**src/rtl/sst_pkg.sv**
```systemverilog
package sst_pkg;
  localparam int ADDR_W = 2;
  localparam logic [ADDR_W-1:0] ADDR_HOLD = 2'd0;
  localparam logic [ADDR_W-1:0] ADDR_CTRL = 2'd1;
  localparam logic [ADDR_W-1:0] ADDR_STAT = 2'd2;

  localparam int CTRL_EMPTY_IE = 0;
  localparam int CTRL_END_IE   = 1;
  localparam int CTRL_EXT_CLK  = 2;
  localparam int STAT_EMPTY    = 0;

  typedef struct packed {
    logic ext_clk;
    logic end_ie;
    logic empty_ie;
  } ctl_t;
endpackage

```
**src/rtl/sst_regs.sv**
```systemverilog
module sst_regs
  import sst_pkg::*;
#(
  parameter int DW = 8
) (
  input  logic              clk,
  input  logic              rst,
  input  logic              wr_en,
  input  logic [ADDR_W-1:0] wr_addr,
  input  logic [DW-1:0]     wr_data,
  input  logic              load_pulse,
  input  logic              end_pulse,
  output logic [DW-1:0]     hold_q,
  output ctl_t              ctl_q,
  output logic              empty_q,
  output logic              end_q,
  output logic              irq_empty,
  output logic              irq_end
);
  logic clr_req;
  logic hold_we;
  ctl_t ctl_nx;
  logic empty_nx;
  logic end_nx;

  always_comb begin
    hold_we = wr_en && (wr_addr == ADDR_HOLD);
    clr_req = wr_en && (wr_addr == ADDR_STAT) && !wr_data[STAT_EMPTY];
    ctl_nx  = ctl_q;
    if (wr_en && (wr_addr == ADDR_CTRL)) begin
      ctl_nx.empty_ie = wr_data[CTRL_EMPTY_IE];
      ctl_nx.end_ie   = wr_data[CTRL_END_IE];
      ctl_nx.ext_clk  = wr_data[CTRL_EXT_CLK];
    end
    if (load_pulse)   empty_nx = 1'b1;
    else if (clr_req) empty_nx = 1'b0;
    else              empty_nx = empty_q;
    if (clr_req)        end_nx = 1'b0;
    else if (end_pulse) end_nx = 1'b1;
    else                end_nx = end_q;
  end

  always_ff @(posedge clk) begin
    if (rst) begin
      hold_q    <= '0;
      ctl_q     <= '0;
      empty_q   <= 1'b1;
      end_q     <= 1'b1;
      irq_empty <= 1'b0;
      irq_end   <= 1'b0;
    end else begin
      if (hold_we) hold_q <= wr_data;
      ctl_q     <= ctl_nx;
      empty_q   <= empty_nx;
      end_q     <= end_nx;
      irq_empty <= empty_nx & ctl_nx.empty_ie;
      irq_end   <= end_nx & ctl_nx.end_ie;
    end
  end

  AST_LOAD_REFILLS: assert property (@(posedge clk) disable iff (rst)
    load_pulse |=> empty_q);
  AST_IRQ_EMPTY_GATED: assert property (@(posedge clk) disable iff (rst)
    irq_empty |-> (empty_q && ctl_q.empty_ie));
  AST_END_NEEDS_EMPTY: assert property (@(posedge clk) disable iff (rst)
    end_q |-> empty_q);
  AST_IRQ_END_GATED: assert property (@(posedge clk) disable iff (rst)
    irq_end |-> (end_q && ctl_q.end_ie));
  AST_CLEAR_DROPS_END: assert property (@(posedge clk) disable iff (rst)
    (wr_en && wr_addr == ADDR_STAT && !wr_data[STAT_EMPTY]) |=> !end_q);
endmodule

```
**src/rtl/sst_clkgen.sv**
```systemverilog
module sst_clkgen #(
  parameter int HALF_DIV = 4
) (
  input  logic clk,
  input  logic rst,
  input  logic ext_sel,
  input  logic run,
  input  logic start,
  input  logic sclk_in,
  output logic sclk_out,
  output logic rise_ev,
  output logic fall_ev
);
  localparam int CW = (HALF_DIV > 1) ? $clog2(HALF_DIV) : 1;
  localparam logic [CW-1:0] LAST = CW'(HALF_DIV - 1);

  logic [CW-1:0] cnt_q;
  logic          sclk_q;
  logic          tick;
  logic          s1_q, s2_q, s3_q;

  always_ff @(posedge clk) begin
    if (rst) begin
      s1_q <= 1'b1;
      s2_q <= 1'b1;
      s3_q <= 1'b1;
    end else begin
      s1_q <= sclk_in;
      s2_q <= s1_q;
      s3_q <= s2_q;
    end
  end

  assign tick = !ext_sel && run && !start && (cnt_q == LAST);

  always_ff @(posedge clk) begin
    if (rst || ext_sel) begin
      sclk_q <= 1'b1;
      cnt_q  <= '0;
    end else if (start) begin
      sclk_q <= 1'b0;
      cnt_q  <= '0;
    end else if (run) begin
      if (cnt_q == LAST) begin
        cnt_q  <= '0;
        sclk_q <= ~sclk_q;
      end else begin
        cnt_q <= cnt_q + 1'b1;
      end
    end else begin
      sclk_q <= 1'b1;
      cnt_q  <= '0;
    end
  end

  always_comb begin
    if (ext_sel) begin
      rise_ev = s2_q & ~s3_q;
      fall_ev = ~s2_q & s3_q;
    end else begin
      rise_ev = tick & ~sclk_q;
      fall_ev = tick & sclk_q;
    end
  end

  assign sclk_out = sclk_q;

  AST_SCLK_IDLE_HIGH: assert property (@(posedge clk) disable iff (rst)
    !run |-> sclk_q);
  AST_HALF_PERIOD_HOLD: assert property (@(posedge clk) disable iff (rst)
    (run && !ext_sel && !start && cnt_q != LAST) |=> $stable(sclk_q));
  AST_EXT_SCLK_HIGH: assert property (@(posedge clk) disable iff (rst)
    ext_sel |=> sclk_q);
endmodule

```
**src/rtl/sst_shifter.sv**
```systemverilog
module sst_shifter #(
  parameter int DW = 8
) (
  input  logic          clk,
  input  logic          rst,
  input  logic          empty_flag,
  input  logic [DW-1:0] hold_data,
  input  logic          rise_ev,
  input  logic          fall_ev,
  output logic          busy,
  output logic          start,
  output logic          load_pulse,
  output logic          end_pulse,
  output logic          txd
);
  localparam int BW = (DW > 1) ? $clog2(DW) : 1;
  localparam logic [BW-1:0] LAST = BW'(DW - 1);

  logic [DW-1:0] shreg_q;
  logic [BW-1:0] cnt_q;
  logic [BW-1:0] cnt_nx;
  logic          seen_rise_q;
  logic          last_rise;
  logic          chain;

  always_comb begin
    start      = !busy && !empty_flag;
    last_rise  = busy && rise_ev && (cnt_q == LAST);
    chain      = last_rise && !empty_flag;
    end_pulse  = last_rise && empty_flag;
    load_pulse = start || chain;
    cnt_nx     = (cnt_q == LAST) ? '0 : cnt_q + 1'b1;
  end

  always_ff @(posedge clk) begin
    if (rst) begin
      busy        <= 1'b0;
      shreg_q     <= '0;
      cnt_q       <= '0;
      seen_rise_q <= 1'b0;
      txd         <= 1'b1;
    end else if (start) begin
      busy        <= 1'b1;
      shreg_q     <= hold_data;
      cnt_q       <= '0;
      seen_rise_q <= 1'b0;
      txd         <= hold_data[0];
    end else if (busy) begin
      if (rise_ev) begin
        seen_rise_q <= 1'b1;
        if (end_pulse) busy <= 1'b0;
        if (chain) shreg_q <= hold_data;
      end else if (fall_ev && seen_rise_q) begin
        seen_rise_q <= 1'b0;
        cnt_q       <= cnt_nx;
        txd         <= shreg_q[cnt_nx];
      end
    end
  end

  AST_TXD_MOVES_ON_FALL: assert property (@(posedge clk) disable iff (rst)
    !$stable(txd) |-> $past(start || (busy && fall_ev)));
  AST_FRAME_ENDS_AT_LAST: assert property (@(posedge clk) disable iff (rst)
    $fell(busy) |-> $past(cnt_q) == LAST);
  AST_NO_EDGE_COLLIDE: assert property (@(posedge clk) disable iff (rst)
    !(rise_ev && fall_ev));
endmodule

```
**src/rtl/sync_ser_tx.sv**
```systemverilog
module sync_ser_tx
  import sst_pkg::*;
#(
  parameter int DW       = 8,
  parameter int HALF_DIV = 4
) (
  input  logic              clk,
  input  logic              rst,
  input  logic              wr_en,
  input  logic [ADDR_W-1:0] wr_addr,
  input  logic [DW-1:0]     wr_data,
  input  logic              sclk_in,
  output logic              sclk_out,
  output logic              txd,
  output logic              flag_empty,
  output logic              flag_end,
  output logic              irq_empty,
  output logic              irq_end
);
  logic [DW-1:0] hold_q;
  ctl_t          ctl_q;
  logic          busy;
  logic          start;
  logic          load_pulse;
  logic          end_pulse;
  logic          rise_ev;
  logic          fall_ev;

  sst_regs #(.DW(DW)) u_regs (
    .clk        (clk),
    .rst        (rst),
    .wr_en      (wr_en),
    .wr_addr    (wr_addr),
    .wr_data    (wr_data),
    .load_pulse (load_pulse),
    .end_pulse  (end_pulse),
    .hold_q     (hold_q),
    .ctl_q      (ctl_q),
    .empty_q    (flag_empty),
    .end_q      (flag_end),
    .irq_empty  (irq_empty),
    .irq_end    (irq_end)
  );

  sst_clkgen #(.HALF_DIV(HALF_DIV)) u_clkgen (
    .clk      (clk),
    .rst      (rst),
    .ext_sel  (ctl_q.ext_clk),
    .run      (busy),
    .start    (start),
    .sclk_in  (sclk_in),
    .sclk_out (sclk_out),
    .rise_ev  (rise_ev),
    .fall_ev  (fall_ev)
  );

  sst_shifter #(.DW(DW)) u_shifter (
    .clk        (clk),
    .rst        (rst),
    .empty_flag (flag_empty),
    .hold_data  (hold_q),
    .rise_ev    (rise_ev),
    .fall_ev    (fall_ev),
    .busy       (busy),
    .start      (start),
    .load_pulse (load_pulse),
    .end_pulse  (end_pulse),
    .txd        (txd)
  );
endmodule

```
**config.mk**
```make
export PLATFORM = sky130hd
export DESIGN_NAME = sync_ser_tx
export DESIGN_NICKNAME = d
export VERILOG_FILES = /design/src/rtl/sst_pkg.sv /design/src/rtl/sst_regs.sv /design/src/rtl/sst_clkgen.sv /design/src/rtl/sst_shifter.sv /design/src/rtl/sync_ser_tx.sv
export SDC_FILE = /design/constraint.sdc
export NUM_CORES = 1
export LEC_CHECK = 0
export ABC_AREA = 0
export BUFFER_PORTS_ARGS = -buffer_cell sky130_fd_sc_hd__buf_4
export CAP_MARGIN = 20
export CORE_UTILIZATION = 60
export DETAILED_ROUTE_END_ITERATION = 10
export HOLD_SLACK_MARGIN = 0.12
export PLACE_DENSITY = 0.87
export SLEW_MARGIN = 20
export SYNTH_ARGS = -nofsm -noshare
export SYNTH_HDL_FRONTEND = slang
export SYNTH_SLANG_ARGS = --single-unit
```
**constraint.sdc**
```tcl
create_clock -name clk -period 3.2 [get_ports clk]
set_input_delay 0.32 -clock clk [delete_from_list [all_inputs] [get_ports clk]]
set_output_delay 0.32 -clock clk [all_outputs]
set_load 0.05 [all_outputs]
```
# == Yosys cells after proc, flatten, opt, wreduce, memory -nomap -nowiden ==
# Cells that the tools add are included.
# word_totals
ff_bits,35
latchBits,0
ramBits,0
mem_bits_ro,0
inputBits,14
out_inout_bits,6
memories,0
# op_classes
add_sub_neg,2
multipliers,0
n_div,0
order_cmp,1
n_eq_ne,6
shifts,0
n_mux,27
n_bitwise,11
reduce_logical,32
# ops
cell,count
two-way mux 8 bit,4
two-way mux 1 bit,20
logical AND 1 bit,13
nonzero test 2 bit,5
AND reduction 3 bit,3
bitwise AND 1 bit,6
logical NOT 1 bit,5
inverter 1 bit,5
equality test 2 bit (second input constant),2
less-than comparator 3 x 4 -> 1 bit (second input constant),1
OR reduction 4 bit,1
adder 3 x 1 -> 3 bit (second input constant),1
binary-select mux 1 bit (select 3 bit),1
equality test 3 bit (second input constant),1
two-way mux 3 bit,1
inequality test 3 bit (second input constant),1
adder 2 x 1 -> 2 bit (second input constant),1
equality test 2 x 1 -> 1 bit (second input constant),1
logical NOT 2 bit,1
logical OR 1 bit,2
two-way mux 2 bit,1
inequality test 2 bit (second input constant),1
AND reduction 2 bit,1
OR reduction 2 bit,1

# == Depth between registers and ports, before layout ==
# depth
word_depth,14
ltp_mapped,6
mapped_depth_nobuf,6

# == Modules after synthesis ==
# Synthesis repeated with hierarchy kept, for this count alone.
# hier_totals
hier_cells,133
area_unflattened_um2,1412.6
# by_module_without_submodules
mod,n_inst,cells_per_inst,area_each_um2
sst_shifter,1,62,639.4
sst_regs,1,48,530.5
sst_clkgen,1,23,242.7

# == Worst setup path before layout ==
# OpenSTA, ideal clock, no wires.
# synth_path
path_kind,reg2reg
start,reg u_shifter.cnt_q[0]
end,reg u_shifter.txd
setup_ns,0.135
arrival_ns,1.662
required_time_ns,3.065
path_slack_ns,1.404
stages_incl_launch_ff,7
cell_sequence,dfxtp_1 -> ha_1 -> ha_1 -> nor2_2 -> mux4_2 -> a32oi_1 -> o211ai_1
# synth_via
elab_chain_len,8
# synth_rtl
element,line,rtl
start: declaration,sst_shifter.sv:20,logic [BW-1:0] cnt_q;
start signal: assignment,sst_shifter.sv:55,cnt_q <= cnt_nx;
adder 3 x 1 -> 3 bit or equality test 3 bit (tied branches),sst_shifter.sv:32,cnt_nx = (cnt_q == LAST) ? '0 : cnt_q + 1'b1;
two-way mux 3 bit *,sst_shifter.sv:32,
binary-select mux 1 bit (select 3 bit) *,sst_shifter.sv:56,txd <= shreg_q[cnt_nx];
two-way mux 1 bit (not written as such) *,sst_shifter.sv:56,
two-way mux 1 bit *,sst_shifter.sv:53,end else if (fall_ev && seen_rise_q) begin
two-way mux 1 bit *,sst_shifter.sv:49,if (rise_ev) begin
two-way mux 1 bit *,sst_shifter.sv:48,end else if (busy) begin
two-way mux 1 bit *,sst_shifter.sv:42,end else if (start) begin
end signal: assignment,sst_shifter.sv:47,txd <= hold_data[0];
end signal: assignment,sst_shifter.sv:56,
end: declaration,sst_shifter.sv:14,output logic txd
# Every way passes the cells marked *; elsewhere a longest branch is shown, timed or not. The select of a mux whose other input is x is not followed.
# A chain may end at the register's enable or synchronous reset.

# == Worst setup path after layout ==
# Same ends and word-level chain as after synthesis.

==> results.yml <==
run_status:
  status: "finished, final reports clean"
final_layout:
  fin_nets: 197
  final_cells: 211
  area_growth_pct: 12.4
  finalInstanceArea_um2: 1800
  insertedDiodeCount: 0
  layout-drive-gt1-share_pct: 21.5
placement:
  port_buffers: 19
  dp_cells: 203
  place_hpwl_um: 2360
  routabilityCongestion: 0.819
  dpl_cell_area_um2: 1730
yosys:
  synth.avg_cell_area_um2: 9.75
  synth_ff_type: "dfxtp_1"
  synth_edf_count: 0
  syn-cell-area_um2: 1600
  synth_top_area_share_pct: 43.8
  synth_cell_types: 42
  netlist_top_cells_area: "dfxtp_1 (44%), mux2i_1 (8.1%), o311ai_1 (3.8%)"
  yosysMostFrequentCell: "dfxtp_1"
  synthTopCellsByCount: "dfxtp_1 (35), nor2_1 (16), mux2i_1 (13)"
  yosysWarnings: 0
  syn_inst: 164
  yosysTopAreaCell: "dfxtp_1"
  seq_area_frac_synth_pct: 43.8
  synth_fp_nets: 181
  synthArstFlopShare_pct: 0
  synth-seq-cells: 35
clocking:
  htree_levels: 2
  clock-sinks: 35
  root_buffer: "clkbuf_4"
  clkLatencyLatePin_ns: 0.33
  cts_setup_buffers: 0
  tritoncts: "done"
  cts.path.max_buffers: 2
  cts-resized-gates: 0
  postCtsHoldBufs: 0
  clk_pin_slew_ns: 0.10
  numCtsBuffers: 5
power:
  leakage_nw: 0.680
  sw_frac_of_total_pct: 22.8
  irDropWorstVdd_mv: 0.407
  switchingPower_w: 0.000177
  intPower_w: 0.000599
  p_per_area_nw_per_um2: 432
  comb_power_share_pct: 7.1
  power.share.clock_pct: 34.6
  pwr-share-seq_pct: 58.3
die:
  die_w_um: 53.6
  num_rows: 18
  die-area_um2: 2880
  die_h_um: 53.6
  io_pins: 20
  coreArea_um2: 2500
  start_util_pct: 64.0
drt:
  route.met2.wl_um: 1580
  drt_iter0_markers: 46
  top_layer: "met4"
  met1_length_um: 1390
  drt-pass1-iter-count: 5
  drt-total-wl_um: 3260
  drc_errors: 0
  wl_per_cell_um: 15.5
  drtAntennaViolNets: 0
  vias_per_cell: 6.31
  wl_met3_um: 191
  vias: 1332
hold_path:
  hold_depth: 2
  min_path_type: "in2reg"
sta:
  setup_viol: 0
  rsz0062_at_grt: "false"
  tns_ns: 0
  max_freq_mhz: 514
  drv_slew: 0
  hold_viol_final: 0
  fin_skew_ns: 0.00576
  slew-limit-headroom_pct: 38.3
  min_period_over_period_pct: 60.7
  layout_min_cycle_time_ns: 1.94
  hold_slack_ns: 0.163
  tightest_slew_ns: 0.924
global_routing:
  grt_use_total_pct: 27.3
  grt_max_degree: 33
  grt_pass1_vias: 1191
  antenna_found_initial: 0
  grt_first_pass_wirelength_um: 5440
  grt_overflow: 0
worst_setup_path:
  cp_max_fo: 3
  crit_path_start_kind: "flop"
  crit_type: "reg2reg"
  crit_path_end_kind: "flop"
  ff2ff_path_depth: 6
  slowest_delay_ns: 0.54
  crit_path_frequent_cell: "ha_1"
  slowest_stage: "mux4_2"
  crit_chain: "ha_1, ha_1, nor2_2, mux4_2, a32oi_1, o211ai_1"
  crit_required_ns: 3.41
  arrival_ns: 2.16
job:
  drv_cap: 0
[worst paths after layout]
check | start | end | slack, ns
worst min register to register | u_clkgen.s1_q | u_clkgen.s2_q | 0.43
worst max-delay path | u_shifter.cnt_q[0] | u_shifter.txd | 1.26
worst max register to register | u_shifter.cnt_q[0] | u_shifter.txd | 1.26
worst min-delay path | sclk_in | u_clkgen.s1_q | 0.16
[power by group through the flow]
| stage | clock network (W) | logic [W] | registers, W |
|---|---|---|---|
| 4_1_cts | 0.000277 | 0.0000551 | 0.000452 |
| 6_report | 0.000269 | 0.0000551 | 0.000453 |
| 3_5_place_dp | 0 | 0.0000551 | 0.000463 |
| 5_1_grt | 0.000299 | 0.0000599 | 0.000454 |
| 2_1_floorplan | 0 | 0.0000308 | 0.000465 |
| 3_3_place_gp | 0 | 0.0000529 | 0.000462 |
[through the flow]
step	power, W	setup WS (ns)	utilization [%]
2_1_floorplan	0.000495	1.40	-
3_3_place_gp	0.000515	1.36	69.1
3_5_place_dp	0.000518	1.27	69.1
4_1_cts	0.000785	1.25	71.9
5_1_grt	0.000813	1.13	71.9
6_report	0.000776	1.26	71.9
[critical path, delay by kind of cell, from the launching register on]
kind            cells  cell delay [ns]
mux                 1             0.54
fa+ha+maj           2             0.43
flops               1             0.35
compound gates      2             0.31
simple gates        1             0.19
[metal layers]
| metal | up-vias | track usage, % |
|---|---|---|
| li1 | 643 | - |
| met1 | 616 | 33.2 |
| met2 | 54 | 42.5 |
| met3 | 19 | 9.89 |
| met4 | 0 | 13.6 |
| met5 | - | 0 |
[cells in the final DEF, fill, tap and decap left out, types with 3 or more instances in the layout]
| master | Yosys | layout |
|---|---|---|
| clkbuf_4 | 2 | 5 |
| nand2_1 | 3 | 3 |
| a21oi_1 | 4 | 4 |
| o311ai_1 | 7 | 7 |
| a31oi_1 | 8 | 8 |
| nor3_1 | 11 | 11 |
| or2_2 | 3 | 3 |
| mux2i_1 | 13 | 13 |
| dfxtp_1 | 35 | 35 |
| nor2_1 | 16 | 16 |
| buf_4 | 0 | 20 |
| inv_1 | 4 | 4 |
| nand2b_1 | 8 | 8 |
| nand4_1 | 8 | 8 |
| nand3b_1 | 4 | 4 |
| ha_1 | 3 | 3 |
[cell families (layout without fill, tap and decap cells)]
family	after synthesis	after routing	synth area share (%)
AND/OR/NAND/NOR	64	64	23.0
flip-flops	35	35	43.8
AO/OA/AOI/OAI	31	31	14.7
multiplexers	15	15	11.0
buffers and inverters	15	32	4.62
adder cells (fa/ha/maj)	3	3	2.35
XOR/XNOR	1	1	0.548
[state kept, by name (all words and copies together), names as in the netlist, 2 cells and up]
signal	count
u_clkgen.cnt_q	2
u_regs.ctl_q	3
u_regs.hold_q	8
u_shifter.cnt_q	3
u_shifter.shreg_q	8
[final cells by class]
class,instances,area [µm²]
Clock buffer,8,68.8
Fill cell,178,703
Inverter,4,15.0
Multi-Input combinational cell,114,825
Sequential cell,35,701
Tap cell,30,37.5
Timing Repair Buffer,20,150
Note: power is estimated with default switching activity, not from simulation.
